==> src/rtl/buck_hiccup_ctrl.sv <==
module buck_hiccup_ctrl #(
  parameter int OFF_CYCLES   = 896,
  parameter int RETRY_CYCLES = 112,
  parameter int BLANK_TICKS  = 36
) (
  input  logic clk,
  input  logic rst_n,
  input  logic enable,
  input  logic uv_fault,
  input  logic sw_tick,
  input  logic blank_tick,
  input  logic pwm_on,
  input  logic hs_limit,
  input  logic ls_limit,
  input  logic fb_low,
  output logic hs_permit,
  output logic ls_permit,
  output logic ss_discharge,
  output logic comp_clamp
);

  localparam int MAXC = (OFF_CYCLES > RETRY_CYCLES) ? OFF_CYCLES : RETRY_CYCLES;
  localparam int CW   = (MAXC > 1) ? $clog2(MAXC) : 1;
  localparam int BW   = (BLANK_TICKS > 1) ? $clog2(BLANK_TICKS) : 1;

  typedef enum logic [1:0] {S_IDLE, S_RETRY, S_RUN, S_OFF} state_t;

  state_t        state;
  logic [CW-1:0] cnt;
  logic [BW-1:0] bcnt;
  logic          ls_hold;
  logic          seen;

  wire kill_n   = rst_n & enable & ~uv_fault;
  wire switching = (state == S_RETRY) || (state == S_RUN);
  wire active   = kill_n & switching;
  wire limiting = hs_limit | ls_hold;
  wire qual     = fb_low & limiting;
  wire hs_gate  = pwm_on & ~limiting;

  assign hs_permit    = active & hs_gate;
  assign ls_permit    = active & ~hs_gate;
  assign ss_discharge = ~kill_n | (state == S_IDLE) | (state == S_OFF);
  assign comp_clamp   = ss_discharge;

  always_ff @(posedge clk or negedge kill_n) begin
    if (!kill_n) begin
      state   <= S_IDLE;
      cnt     <= '0;
      bcnt    <= '0;
      ls_hold <= 1'b0;
      seen    <= 1'b0;
    end else begin
      ls_hold <= switching & (hs_limit | (ls_hold & ls_limit));
      case (state)
        S_IDLE: begin
          state <= S_RETRY;
          cnt   <= '0;
          seen  <= 1'b0;
        end
        S_RETRY: begin
          if (hs_limit) seen <= 1'b1;
          if (sw_tick) begin
            if (cnt == CW'(RETRY_CYCLES - 1)) begin
              state <= (fb_low && (seen || hs_limit)) ? S_OFF : S_RUN;
              cnt   <= '0;
              seen  <= 1'b0;
              bcnt  <= '0;
            end else begin
              cnt <= cnt + 1'b1;
            end
          end
        end
        S_RUN: begin
          if (!qual) begin
            bcnt <= '0;
          end else if (blank_tick) begin
            if (bcnt == BW'(BLANK_TICKS - 1)) begin
              state <= S_OFF;
              bcnt  <= '0;
              cnt   <= '0;
            end else begin
              bcnt <= bcnt + 1'b1;
            end
          end
        end
        S_OFF: begin
          if (sw_tick) begin
            if (cnt == CW'(OFF_CYCLES - 1)) begin
              state <= S_RETRY;
              cnt   <= '0;
              seen  <= 1'b0;
            end else begin
              cnt <= cnt + 1'b1;
            end
          end
        end
        default: state <= S_IDLE;
      endcase
    end
  end

endmodule

==> config.mk <==
export PLATFORM = sky130hd
export DESIGN_NAME = buck_hiccup_ctrl
export DESIGN_NICKNAME = d
export VERILOG_FILES = /design/src/rtl/buck_hiccup_ctrl.sv
export SDC_FILE = /design/constraint.sdc
export NUM_CORES = 1
export LEC_CHECK = 0
export ABC_AREA = 1
export BUFFER_PORTS_ARGS = -buffer_cell sky130_fd_sc_hd__buf_2
export CAP_MARGIN = 20
export CORE_ASPECT_RATIO = 0.75
export CORE_MARGIN = 1.5
export CORE_UTILIZATION = 53
export CTS_BUF_LIST = sky130_fd_sc_hd__clkbuf_16
export DETAILED_ROUTE_END_ITERATION = 8
export PLACE_DENSITY = 0.75
export SYNTH_ARGS = -nofsm -noshare
export SYNTH_HDL_FRONTEND = slang
export SYNTH_SLANG_ARGS = --single-unit
==> constraint.sdc <==
create_clock -name clk -period 2 [get_ports clk]
set_input_delay 0.4 -clock clk [delete_from_list [all_inputs] [get_ports clk]]
set_output_delay 0.4 -clock clk [all_outputs]
set_load 0.005 [all_outputs]
==> results.sh <==
export IMPL_run_status="complete, no violations"
export IMPL_place_hpwl_um=2510
export IMPL_worstPathMaxFanout=8
export IMPL_synth_largest_type_area_fraction_pct=33.3
export IMPL_ctsHtreeMaxLevel=1
export IMPL_ys_warnings_count=0
export IMPL_kind_of_start_point_of_the_critical_path="flip-flop"
export IMPL_die_h_um=49.1
export IMPL_postSynthAreaPerCell_um2=7.09
export IMPL_number_of_clock_sinks=20
export IMPL_worstMarginPinSlew_ns=0.403
export IMPL_pin_count=14
export IMPL_postLayoutSetupSlackWorst_ns=0.165
export IMPL_layout_area_overhead_vs_synth_pct=13.5
export IMPL_cts_root_buffer="clkbuf_16"
export IMPL_slowest_cell_on_crit_path="dfrtp_1"
export IMPL_ys_types=26
export IMPL_ant_nets=0
export IMPL_finClkSkew_ns=0.00201
export IMPL_cp_required_ns=1.60
export IMPL_regToRegSetupSlack_ns=0.25
export IMPL_syn_instance_count=212
export IMPL_dr_pass1_iters=4
export IMPL_grt_max_degree=14
export IMPL_grt_pass1_vias=1284
export IMPL_crit_path_max_cell_delay_ns=0.41
export IMPL_cts_hold_fix_buffers=0
export IMPL_ys_seq_elements=20
export IMPL_die_area_um2=3170
export IMPL_place_port_buffers=13
export IMPL_vdd_ir_drop_max_uv=690
export IMPL_nNetsFinal=247
export IMPL_timing_max_slew_rel_slack_pct=72.9
export IMPL_reg2reg_from="state[0]"
export IMPL_start_util_pct=56.9
export IMPL_timing_critical_path_max_delay_family="flip-flops"
export IMPL_static_leakage_power_nw=0.899
export IMPL_worstPathArrival_ns=1.43
export IMPL_violation_count_after_the_first_detailed_route_iteration=94
export IMPL_critPathKind="reg -> out"
export IMPL_max_freq_mhz=545
export IMPL_placeable_area_um2=2640
export IMPL_dr_total_vias=1382
export IMPL_register_area_um2=500
export IMPL_clock_tree_from_tritoncts="yes"
export IMPL_timing_final_crit_share_pct=91.7
export IMPL_num_antenna_cells=0
export IMPL_number_of_buffers_created_by_cts=3
export IMPL_path_clk_slew_ns=0.06
export IMPL_final_setup_tns_ns=0
export IMPL_finalWirelength_um=3190
export IMPL_hold_path_class="in -> async"
export IMPL_global_route_wire_length_before_repair_um=5730
export IMPL_grt_setup_unrepaired="no"
export IMPL_gr_total_overflow=0
export IMPL_route_detailed_wl_per_inst_um=12.0
export IMPL_multi_input_comb_area_um2=877
export IMPL_syn_num_nets=228
export IMPL_worstPathCellList="ha_1 -> buf_4 -> nor2_1 -> nand2_1 -> buf_2"
export IMPL_final_hold_viol_count=0
export IMPL_timing_max_cap_violations=0
export IMPL_synth_largest_area_cell="dfrtp_1"
export IMPL_num_rows=16
export IMPL_avgViaCountPerCell=5.20
export IMPL_nFillCells=243
export IMPL_gp_congestion=0.923
export IMPL_p_per_area_nw_per_um2=578
export IMPL_die_width_um=64.5
export IMPL_netlist_area_um2=1500
export IMPL_track_usage_pct=23.3
export IMPL_synth_top_cells_by_area="dfrtp_1 33%, nand2_1 16%, nand3_1 6.7%, inv_1 6.5%, nor2_1 5.2%"
export IMPL_synth_sequential_area_ratio_pct=33.3
export IMPL_pre_cts_ws_ns=0.169
export IMPL_setup_viol=0
export IMPL_cts_buffer_depth=2
export IMPL_final_min_clock_period_ns=1.83
export IMPL_share_of_layout_cells_above_drive_strength_1_pct=17.8
export IMPL_end_kind="primary output"
export IMPL_initial_antenna_violation_count=0
export IMPL_drc=0
export IMPL_reg2regPathDepth=10
export IMPL_maxSlewViolCount=0
export IMPL_timing_rr_end="cnt[7]"
export IMPL_cp_buffers_inverters=2
export IMPL_clkLatencyLatePin_ns=0.26
-- timing repair --
item,CTS,global route
buffers inserted,0,0
endpoints found under the setup margin,0,3
resized for setup,0,2
-- how the worst max path moves through the flow --
stage	start	to	slack (ns)	cells after the start
finish	state[0]	comp_clamp	0.17	5
global route	state[0]	cnt[7]	0.06	10
CTS	state[0]	cnt[7]	0.14	10
detailed placement	state[0]	cnt[5]	0.17	11
global placement	state[0]	cnt[5]	0.25	11
floorplan	rst_n	ss_discharge	0.17	4
-- cells by family after synthesis --
family | share of synthesized area [%]
buf+inv | 8.83
fa+ha+maj | 5.00
simple gates | 43.5
flops | 33.3
compound gates | 7.66
xor+xnor | 1.75
-- through the flow --
step | power [mW] | hold WS (ns) | util (%) | instances | instance area, um2
after detailed placement | 0.572 | 0.496 | 61.4 | 262 | 1620
after global routing | 1.03 | 0.286 | 64.5 | 266 | 1710
after global placement | 0.570 | 0.493 | 61.4 | 262 | 1620
after floorplan | 0.538 | 0.474 | - | 212 | 1510
final | 0.986 | 0.239 | 64.5 | 266 | 1710
after CTS | 0.996 | 0.246 | 64.3 | 266 | 1700
-- synthesized netlist by cell type --
master	instances
nand2_4	3
o21ai_1	6
nor4_1	3
nand2_1	66
nor2_1	21
nor2_8	3
o21bai_1	1
nand4_4	1
nor2_2	2
nand4_2	1
nor3_1	1
nand2_2	4
o21bai_2	2
nand3_1	20
inv_1	26
dfrtp_1	20
xor2_1	2
xnor2_1	1
a21oi_1	5
buf_6	1
o21ai_0	6
nand4_1	6
buf_2	1
buf_4	1
ha_1	6
inv_2	3
-- worst register-to-register path: stages, from the launching register on --
cell     delay (ns)
dfrtp_1        0.39
inv_1          0.08
ha_1           0.26
inv_2          0.13
nor2_1         0.08
nor2_1         0.18
nand2_4        0.18
nor2_1         0.18
nand2_1        0.07
nand2_1        0.07
nor2_1         0.04
-- layout make-up --
type | count | area share, %
clock buffers | 3 | 4.40
clock inverters | 1 | 0.220
inverters | 29 | 6.38
multi-input cells | 160 | 51.4
flip-flops and latches | 20 | 29.3
well taps | 36 | 2.64
repair buffers | 17 | 5.58
-- state kept, by name (all words and copies together) (netlist names) --
name     cells
cnt         10
bcnt         6
state        2
ls_hold      1
seen         1
-- report_power, final --
group          internal [mW]  leakage [nW]  switching, mW  total, mW
logic                 0.0458         0.599         0.0621      0.108
clock network          0.267        0.0385          0.155      0.422
registers              0.431         0.261         0.0248      0.456
-- cell usage in the layout (no fill, tap or decap), drive strengths merged --
master / n
nand3: 20
xor2: 2
clkbuf: 3
nand4: 8
xnor2: 1
clkinv: 1
nor2: 26
dfrtp: 20
o21ai: 12
buf: 17
inv: 29
a21oi: 5
nand2: 73
ha: 6
nor4: 3
o21bai: 3
nor3: 1
-- metal layers --
| layer | GRT usage, % | routed length (um) | up-vias |
|---|---|---|---|
| met3 | 4.85 | 260 | 4 |
| met1 | 36.0 | 1550 | 617 |
| met4 | 6.03 | 33 | 0 |
| li1 | - | - | 708 |
| met2 | 33.2 | 1350 | 53 |
| met5 | 0 | 0 | - |
(Power assumes the default switching activity.)
